<file path="config.mk">
export PLATFORM = sky130hd
export DESIGN_NAME = tx_status_tracker
export DESIGN_NICKNAME = d
export VERILOG_FILES = /design/src/rtl/tx_stat_pkg.sv /design/src/rtl/tx_byte_window.sv /design/src/rtl/tx_coll_ctrl.sv /design/src/rtl/tx_err_flags.sv /design/src/rtl/tx_status_tracker.sv
export SDC_FILE = /design/constraint.sdc
export NUM_CORES = 1
export LEC_CHECK = 0
export BUFFER_PORTS_ARGS = -buffer_cell sky130_fd_sc_hd__buf_4
export CORE_UTILIZATION = 46
export DETAILED_ROUTE_END_ITERATION = 8
export PLACE_DENSITY = 0.78
export SLEW_MARGIN = 40
export SYNTH_ARGS = -nofsm -noshare
export SYNTH_HDL_FRONTEND = slang
export SYNTH_SLANG_ARGS = --single-unit
</file>
<file path="constraint.sdc">
create_clock -name clk -period 1.5 [get_ports clk]
set_input_delay 0.075 -clock clk [delete_from_list [all_inputs] [get_ports clk]]
set_output_delay 0.075 -clock clk [all_outputs]
set_load 0.05 [all_outputs]
</file>
<file path="src/rtl/tx_stat_pkg.sv">
package tx_stat_pkg;
  localparam int COLL_W = 4;

  typedef struct packed {
    logic              terr;
    logic              owc;
    logic              uflow;
    logic              crs_lost;
    logic [COLL_W-1:0] coll_cnt;
  } tx_stat_t;
endpackage

</file>
<file path="src/rtl/tx_byte_window.sv">
module tx_byte_window #(
  parameter int WINDOW_BYTES = 64
) (
  input  logic clk,
  input  logic rst_n,
  input  logic clr,
  input  logic inc,
  output logic late
);
  localparam int CW = $clog2(WINDOW_BYTES + 1);
  localparam logic [CW-1:0] LIMIT = CW'(WINDOW_BYTES);

  logic [CW-1:0] cnt;

  assign late = (cnt == LIMIT);

  always_ff @(posedge clk) begin
    if (!rst_n)          cnt <= '0;
    else if (clr)        cnt <= '0;
    else if (inc && !late) cnt <= cnt + 1'b1;
  end

  assert_win_bound_R3: assert property (@(posedge clk) disable iff (!rst_n)
    cnt <= LIMIT);
  assert_win_clear_R3: assert property (@(posedge clk) disable iff (!rst_n)
    clr |=> !late);
endmodule

</file>
<file path="src/rtl/tx_coll_ctrl.sv">
module tx_coll_ctrl
  import tx_stat_pkg::*;
(
  input  logic              clk,
  input  logic              rst_n,
  input  logic              clr,
  input  logic              coll_ev,
  input  logic              late,
  output logic [COLL_W-1:0] cnt,
  output logic              retry_hit,
  output logic              exc_hit,
  output logic              owc_hit
);
  localparam logic [COLL_W-1:0] CNT_MAX = '1;

  always_comb begin
    owc_hit   = coll_ev && late;
    exc_hit   = coll_ev && !late && (cnt == CNT_MAX);
    retry_hit = coll_ev && !late && (cnt != CNT_MAX);
  end

  always_ff @(posedge clk) begin
    if (!rst_n)         cnt <= '0;
    else if (clr)       cnt <= '0;
    else if (retry_hit) cnt <= cnt + 1'b1;
  end

  assert_cnt_step_R2: assert property (@(posedge clk) disable iff (!rst_n)
    (!clr && retry_hit) |=> cnt == $past(cnt) + COLL_W'(1));
  assert_cnt_hold_R5: assert property (@(posedge clk) disable iff (!rst_n)
    (!clr && !retry_hit) |=> $stable(cnt));
  assert_one_kind_R4: assert property (@(posedge clk) disable iff (!rst_n)
    $onehot0({retry_hit, exc_hit, owc_hit}));
endmodule

</file>
<file path="src/rtl/tx_err_flags.sv">
module tx_err_flags (
  input  logic clk,
  input  logic rst_n,
  input  logic clr,
  input  logic live,
  input  logic crs,
  input  logic uflow,
  output logic crs_lost_q,
  output logic uf_q,
  output logic crs_hit,
  output logic uf_hit
);
  logic crs_d;

  assign crs_hit = live && crs_d && !crs;
  assign uf_hit  = live && uflow;

  always_ff @(posedge clk) begin
    if (!rst_n) begin
      crs_d      <= 1'b0;
      crs_lost_q <= 1'b0;
      uf_q       <= 1'b0;
    end else begin
      crs_d <= crs;
      if (clr) begin
        crs_lost_q <= 1'b0;
        uf_q       <= 1'b0;
      end else begin
        if (crs_hit) crs_lost_q <= 1'b1;
        if (uf_hit)  uf_q       <= 1'b1;
      end
    end
  end

  assert_uf_sticky_R7: assert property (@(posedge clk) disable iff (!rst_n)
    (uf_q && !clr) |=> uf_q);
  assert_crs_sticky_R6: assert property (@(posedge clk) disable iff (!rst_n)
    (crs_lost_q && !clr) |=> crs_lost_q);
endmodule

</file>
<file path="src/rtl/tx_status_tracker.sv">
module tx_status_tracker
  import tx_stat_pkg::*;
#(
  parameter int WINDOW_BYTES = 64
) (
  input  logic       clk,
  input  logic       rst_n,
  input  logic       pkt_start,
  input  logic       pkt_end,
  input  logic       byte_sent,
  input  logic       coll_det,
  input  logic       crs,
  input  logic       fifo_uflow,
  output logic       retry_req,
  output logic       abort_o,
  output logic       pkt_done,
  output logic [7:0] status_q,
  output logic       tx_err_irq,
  output logic       fifo_irq
);
  logic              active;
  logic              live;
  logic              coll_ev;
  logic              late;
  logic [COLL_W-1:0] coll_cnt;
  logic              retry_hit, exc_hit, owc_hit;
  logic              crs_lost_q, uf_q, crs_hit, uf_hit;
  logic              abort_hit, finish;
  tx_stat_t          next_stat;

  assign live      = active && !pkt_start;
  assign coll_ev   = live && coll_det;
  assign abort_hit = exc_hit || owc_hit;
  assign finish    = live && pkt_end && !coll_ev;

  tx_byte_window #(.WINDOW_BYTES(WINDOW_BYTES)) u_window (
    .clk  (clk),
    .rst_n(rst_n),
    .clr  (pkt_start || retry_hit),
    .inc  (live && byte_sent),
    .late (late)
  );

  tx_coll_ctrl u_coll (
    .clk      (clk),
    .rst_n    (rst_n),
    .clr      (pkt_start),
    .coll_ev  (coll_ev),
    .late     (late),
    .cnt      (coll_cnt),
    .retry_hit(retry_hit),
    .exc_hit  (exc_hit),
    .owc_hit  (owc_hit)
  );

  tx_err_flags u_flags (
    .clk       (clk),
    .rst_n     (rst_n),
    .clr       (pkt_start),
    .live      (live),
    .crs       (crs),
    .uflow     (fifo_uflow),
    .crs_lost_q(crs_lost_q),
    .uf_q      (uf_q),
    .crs_hit   (crs_hit),
    .uf_hit    (uf_hit)
  );

  always_comb begin
    next_stat.coll_cnt = coll_cnt;
    next_stat.crs_lost = crs_lost_q || crs_hit;
    next_stat.uflow    = uf_q || uf_hit;
    next_stat.owc      = owc_hit;
    next_stat.terr     = exc_hit || owc_hit || next_stat.crs_lost || next_stat.uflow;
  end

  always_ff @(posedge clk) begin
    if (!rst_n) begin
      active     <= 1'b0;
      status_q   <= 8'h00;
      retry_req  <= 1'b0;
      abort_o    <= 1'b0;
      pkt_done   <= 1'b0;
      tx_err_irq <= 1'b0;
      fifo_irq   <= 1'b0;
    end else begin
      retry_req  <= retry_hit;
      abort_o    <= abort_hit;
      pkt_done   <= finish;
      fifo_irq   <= uf_hit;
      tx_err_irq <= (abort_hit || finish) && next_stat.terr;
      if (pkt_start) begin
        active   <= 1'b1;
        status_q <= 8'h00;
      end else if (abort_hit || finish) begin
        active   <= 1'b0;
        status_q <= next_stat;
      end
    end
  end

  assert_retry_abort_excl_R5: assert property (@(posedge clk) disable iff (!rst_n)
    !(retry_req && abort_o));
  assert_done_abort_excl_R11: assert property (@(posedge clk) disable iff (!rst_n)
    !(pkt_done && abort_o));
  assert_summary_bit_R6: assert property (@(posedge clk) disable iff (!rst_n)
    (status_q[6:4] != 3'b000) |-> status_q[7]);
  assert_fifo_irq_cause_R7: assert property (@(posedge clk) disable iff (!rst_n)
    fifo_irq |-> $past(fifo_uflow));
  assert_idle_quiet_R10: assert property (@(posedge clk) disable iff (!rst_n)
    (!active && !pkt_start) |=> !retry_req && !abort_o && !pkt_done);
  assert_status_hold_R9: assert property (@(posedge clk) disable iff (!rst_n)
    (!pkt_start && !abort_hit && !finish) |=> $stable(status_q));
endmodule

</file>
==> results of run 1 <==
synthesized netlist by cell type, types with 3 or more instances:
cell type / instances
a21oi_1: 10
and2_1: 3
and3_1: 4
dfxtp_1: 28
ha_1: 3
inv_1: 4
mux2i_1: 4
nand2_1: 8
nand3_1: 4
nand4_1: 3
nor2_1: 15
o21ai_1: 5
xnor2_1: 7
power breakdown:
| group | internal [uW] | total, uW | switching (uW) |
|---|---|---|---|
| registers | 753 | 760 | 7.46 |
| clock network | 270 | 492 | 222 |
| logic | 59.8 | 135 | 75.7 |
| total | 1080 | 1390 | 305 |
layout make-up:
cell class	instances	area (um^2)	share of cell area
clock buffer	3	22.52	0.01311
clock inverter	1	30.03	0.01748
inverter	4	15.01	0.008740
multi-input combinational	98	742.0	0.4319
sequential	28	563.0	0.3277
tap	30	37.54	0.02185
timing repair buffer	39	307.8	0.1792
cell usage in the layout (no fill, tap or decap), drive strengths merged:
master | Yosys | layout
a21o | 2 | 2
nor4bb | 1 | 1
ha | 3 | 3
nor3 | 2 | 2
a21boi | 1 | 1
o21a | 2 | 2
nor2 | 17 | 17
dlygate4sd3 | 0 | 3
mux2i | 4 | 4
buf | 2 | 36
a32oi | 1 | 1
and2b | 1 | 1
and2 | 3 | 3
o21ai | 7 | 7
nand4b | 1 | 1
and4b | 1 | 1
xnor2 | 7 | 7
nand3b | 2 | 2
a21oi | 11 | 11
inv | 4 | 4
bufinv | 0 | 1
nand2b | 3 | 3
o32ai | 1 | 1
a211oi | 4 | 4
dfxtp | 28 | 28
o21bai | 1 | 1
nand2 | 9 | 9
a211o | 1 | 1
nand3 | 4 | 4
clkbuf | 1 | 3
nand4 | 3 | 3
nor2b | 2 | 2
and3 | 4 | 4
sequential cells by signal (all words and copies together), names as in the netlist:
name and cells:
status_q 8, u_window.cnt 7, u_coll.cnt 4, abort_o 1, active 1, fifo_irq 1, pkt_done 1, retry_req 1
tx_err_irq 1, u_flags.crs_d 1, u_flags.crs_lost_q 1, u_flags.uf_q 1
per-stage QoR:
stage | utilization | cell area (um^2) | total power [uW]
finish | 0.6750 | 1718 | 1388
detailed placement | 0.6146 | 1564 | 893.4
global route | 0.6750 | 1718 | 1439
global placement | 0.6146 | 1564 | 889.8
floorplan | - | 1297 | 842.5
CTS | 0.6588 | 1677 | 1393
cell families after synthesis:
kind of cell / after synthesis
AO/OA/AOI/OAI: 31
XOR/XNOR: 7
adder cells (fa/ha/maj): 3
buffers and inverters: 7
flip-flops: 28
multiplexers: 4
AND/OR/NAND/NOR: 53
worst max-delay path, delay by kind of cell (launching register included):
kind / cells / cell delay, ps
DFF: 1 / 370
buffers and inverters: 2 / 200
adders and majority gates: 1 / 140
and+or+nand+nor: 2 / 320
AOI/OAI and AO/OA: 1 / 350
muxes: 1 / 150
routing by layer:
metal  wire length, um  vias to the layer above  global-route usage
li1                  -                      547                   -
met1              1301                      529              0.2836
met2              1538                       30              0.3574
met3               107                        4             0.02500
met4                29                        0             0.07692
met5                 0                        -                   0
what timing repair did:
| action | CTS | global route |
|---|---|---|
| gates resized for setup | 5 | 7 |
| setup buffers | 1 | 2 |
| pin swaps | 10 | 6 |
| endpoints found under the hold margin | 3 | 0 |
| setup endpoints to repair | 19 | 19 |
| hold buffers | 3 | 0 |
worst max-delay path by stage:
stage                     from  slack, ps       endpoint  cells past startpoint
6_report       u_window.cnt[0]       -120  u_coll.cnt[3]                      7
5_1_grt        u_window.cnt[1]       -170  u_coll.cnt[3]                      7
4_1_cts        u_window.cnt[1]        -60  u_coll.cnt[3]                      7
3_5_place_dp   u_window.cnt[1]       -100  u_coll.cnt[3]                      7
3_3_place_gp   u_window.cnt[0]        -30  u_coll.cnt[1]                      7
2_1_floorplan  u_window.cnt[0]          6  u_coll.cnt[3]                      7
==> impl_metrics.tcl, run 1 <==
set metrics [dict create \
    synth_seq_cells 28 \
    pre_cts_slack_ps -96.86 \
    start_kind "register" \
    drtIter0Drc 22 \
    synth_edf_count 0 \
    fin_ws_ps -120.7 \
    end_kind "register" \
    drive_gt1_frac 0.3584 \
    async_flop_share 0 \
    synth_ff_type "dfxtp_1" \
    drtPass1Iterations 4 \
    whs_endpoint "active" \
    die_area_um2 2989 \
    clock_sinks 28 \
    antenna_cells 0 \
    cts.clk_slew.worst_paths_ps 140 \
    via_per_inst 5.468 \
    grt_pass1_vias 1044 \
    netlist_top_cells_area "dfxtp_1, xnor2_1, nor2_1" \
    worst_pin_slew_ps 478.0 \
    ant_nets 0 \
    crit_arrival_ps 1840 \
    drv_slew 0 \
    cts_inserted_buffers 3 \
    violations "negative setup slack" \
    synth-compound-area-share 0.1706 \
    place_congestion 0.7957 \
    rsz0062_at_grt "true" \
    finClkSkew_ps 14.97 \
    synth_nets 144 \
    run_status "finished with violations" \
    finalHoldWorstSlack_ps 13.55 \
    yosysWarnings 0 \
    cts_max_path_buffers 2 \
    avgSynthCellArea_um2 9.596 \
    insertion_delay_ps 330 \
    r2r.worst_path.cells 7 \
    synthSimpleGateAreaFrac 0.2549 \
    ys_seq_area_frac 0.4392 \
    final_hold_viol_count 0 \
    reg2reg_setup_slack_ps -120 \
    syn_inst 133 \
    synth-xor-area-share 0.04804 \
    vias 1110 \
    relSlewSlack 0.6813 \
    period_needed_ps 1621 \
    num_rows 18 \
    finalSetupViolCount 15 \
    drc 0 \
    cts_tree "yes" \
    setup-tns-final_ps -983.8 \
    maxCapViolations 0 \
    grt_max_degree 17 \
    r2r-start "u_window.cnt[0]" \
    instances_no_fill 203 \
    post-dp-hpwl_um 2067 \
    powerDensity_nw_per_um2 808.0 \
    cts.htree.levels 1 \
    fillCellCount 201 \
    final_nets 185 \
    start_util 0.5015 \
    p_leak_uw 0.0006956 \
    grt_pass1_wl_um 4581 \
    grt.total_usage 0.2154 \
    r2r-end "u_coll.cnt[3]" \
    worstPathMaxFanout 7 \
    yosys.area_share.adder 0.02941 \
    grt_antenna_before_repair 0 \
    yosysUniqueCellTypes 41 \
    min_path_cells 3 \
    synth_top_family_by_area "simple AND/OR/NAND/NOR gates" \
    peakVddDrop_v 0.0006906 \
    die_h_um 54.67 \
    slowest_delay_ps 370 \
    muxShareOfSynthArea 0.03137 \
    setup.worst_path.class "reg2reg" \
    path_cells "inv_2 -> ha_4 -> nor4bb_4 -> buf_6 -> a211oi_4 -> nand4_1 -> mux2i_1" \
    min_path_type "in2reg" \
    finalCritPeriodShare 1.080 \
    cp_slowest_cell "dfxtp_2" \
    critPathRequiredTime_ps 1720 \
    gr-total-overflow 0 \
    hold_start "pkt_start" \
    drt-wirelength-per-cell_um 14.67 \
    ioPinCount 21 \
    yosys.area.top_type "dfxtp_1" \
    dp_cells 193 \
    finalWirelength_um 2977 \
    synth.cell_area_um2 1276 \
    max_freq_mhz 617.0 \
    syn_to_final_growth_pct 34.61 \
    die_x_um 54.67 \
    root_buffer "clkbuf_4" \
    coreArea_um2 2545 \
    synth_top_area_frac 0.4392 \
    numPortBuffers 20 \
]
No activity file was read; power rests on OpenSTA's default activity.
==> run 2, diff against run 1 <==
- GPL_ROUTABILITY_DRIVEN: unset -> 0
- REMOVE_ABC_BUFFERS: unset -> 1
==> impl_metrics.tcl, run 2 (synthesis gave the netlist of run 1 again) <==
set metrics [dict create \
    finalWirelength_um 3133 \
    worst_pin_slew_ps 451.5 \
    path_cells "inv_2 -> ha_4 -> nor4bb_4 -> buf_6 -> a211oi_4 -> buf_6 -> o21ai_2 -> a21oi_1" \
    die_h_um 54.67 \
    start_kind "register" \
    hold_start "coll_det" \
    finClkSkew_ps 17.36 \
    top_register "status_q" \
    num_rows 18 \
    grt_pass1_vias 1091 \
    final_hold_viol_count 0 \
    cts_inserted_buffers 3 \
    cp_slowest_cell "dfxtp_2" \
    r2r-end "status_q[0]" \
    finalHoldWorstSlack_ps 67.61 \
    period_needed_ps 1617 \
    grt.total_usage 0.2176 \
    finalSetupViolCount 17 \
    vias 1160 \
    cts.clk_slew.worst_paths_ps 160 \
    fin_area_um2 1768 \
    numPortBuffers 20 \
    place_area_um2 1535 \
    crit_top_cell "buf_6" \
    clock_sinks 28 \
    largestRegisters "status_q: 8 flops, u_window.cnt: 7 flops, u_coll.cnt: 4 flops" \
    die_area_um2 2989 \
    run_status "finished with violations" \
    critPathRequiredTime_ps 1770 \
    grt_antenna_before_repair 0 \
    drt-wirelength-per-cell_um 15.06 \
    grt_pass1_wl_um 4623 \
    violations "negative setup slack" \
    min_path_type "in2reg" \
    cp_top_family "compound AO/OA/AOI/OAI gates" \
    maxCapViolations 0 \
    ant_nets 0 \
    insertion_delay_ps 340 \
    crit_arrival_ps 1890 \
    cts_max_path_buffers 2 \
    post-dp-hpwl_um 2068 \
    instances_no_fill 208 \
    reg2reg_setup_slack_ps -120 \
    min_path_cells 3 \
    cts_tree "yes" \
    whs_endpoint "abort_o" \
    dp_cells 192 \
    cts.htree.levels 1 \
    die_x_um 54.67 \
    drtPass1Iterations 4 \
    r2r-start "u_window.cnt[0]" \
    worstPathMaxFanout 5 \
    finalCritPeriodShare 1.078 \
    p_leak_uw 0.0007156 \
    ioPinCount 21 \
    coreArea_um2 2545 \
    fin_ws_ps -116.7 \
    gr-total-overflow 0 \
    peakVddDrop_v 0.0005513 \
    r2r.worst_path.cells 8 \
    max_freq_mhz 618.5 \
    cp_num_buf_inv 3 \
    powerDensity_nw_per_um2 795.7 \
    largest_register_ffs 8 \
    drc 0 \
    rsz0062_at_grt "true" \
    slowest_delay_ps 370 \
    layout_common_cells "buf_4, dfxtp_1, nor2_1, nand2_1" \
    start_util 0.5015 \
    layout_commonest_cell "buf_4" \
    via_per_inst 5.577 \
    syn_to_final_growth_pct 38.53 \
    fillCellCount 181 \
    drive_gt1_frac 0.3708 \
    end_kind "register" \
    drv_slew 0 \
    drtIter0Drc 27 \
    grt_max_degree 17 \
    setup.worst_path.class "reg2reg" \
    root_buffer "clkbuf_4" \
    final_nets 190 \
    relSlewSlack 0.6990 \
    antenna_cells 0 \
    final_core_util 0.6947 \
]
==> run 2: cell count changes in the layout (fill, tap and decap cells not counted) <==
cell	before	now
buf_4	34	36
dlygate4sd3_1	3	5
a21oi_1	8	7
a21oi_2	3	4
and2_1	3	2
and2_4	0	1
buf_6	2	3
nor2_1	14	15
nor2_2	1	0
==> run 2: what timing repair did <==
action,CTS,global route
hold endpoints to repair,5,0
gates resized for setup,9,12
hold buffers,5,0
buffers inserted,5,5
pin swaps,8,6
setup endpoints to repair,20,21
==> run 2: worst min-delay path, cell delays in order <==
cell      delay (ps)
buf_4            130
nand3b_4         120
a211oi_2          60
==> run 2: power breakdown <==
| group | internal, uW | leakage (uW) | total [uW] | switching (uW) |
|---|---|---|---|---|
| Combinational | 66.6 | 0.000460 | 145 | 78.0 |
| Sequential | 753 | 0.000227 | 759 | 6.62 |
| Clock | 271 | 0.0000279 | 503 | 232 |
==> run 2: worst max path at each step <==
stage	from	endpoint	slack (ps)	cells past startpoint
after floorplan	u_window.cnt[0]	status_q[3]	-440	6
final	u_window.cnt[0]	status_q[0]	-120	8
after CTS	u_window.cnt[1]	u_coll.cnt[1]	-90	7
after global placement	u_window.cnt[0]	u_coll.cnt[1]	-120	7
after detailed placement	u_window.cnt[0]	u_coll.cnt[1]	-250	7
after global routing	u_window.cnt[0]	u_coll.cnt[3]	-170	7
==> run 2: area by class of cell <==
cell class                 instances  area, um^2  share of cell area
inverter                           4       15.01            0.008493
clock inverter                     1       30.03             0.01699
timing repair buffer              44       354.1              0.2003
clock buffer                       3       22.52             0.01274
tap                               30       37.54             0.02123
sequential                        28       563.0              0.3185
multi-input combinational         98       745.7              0.4218
==> run 2: per-stage QoR <==
step / TNS, ps / power [uW] / setup WS, ps
6_report: -1016 / 1407 / -116.7
5_1_grt: -2269 / 1453 / -172.1
2_1_floorplan: -7506 / 838.9 / -442.0
3_5_place_dp: -3189 / 892.1 / -249.1
4_1_cts: -816.7 / 1395 / -93.27
3_3_place_gp: -1352 / 888.4 / -116.8
==> run 2: metal layers <==
metal,global-route usage,wire [um]
met3,0.02778,109
met2,0.3795,1596
met1,0.2475,1349
met5,0,0
met4,0.1325,76
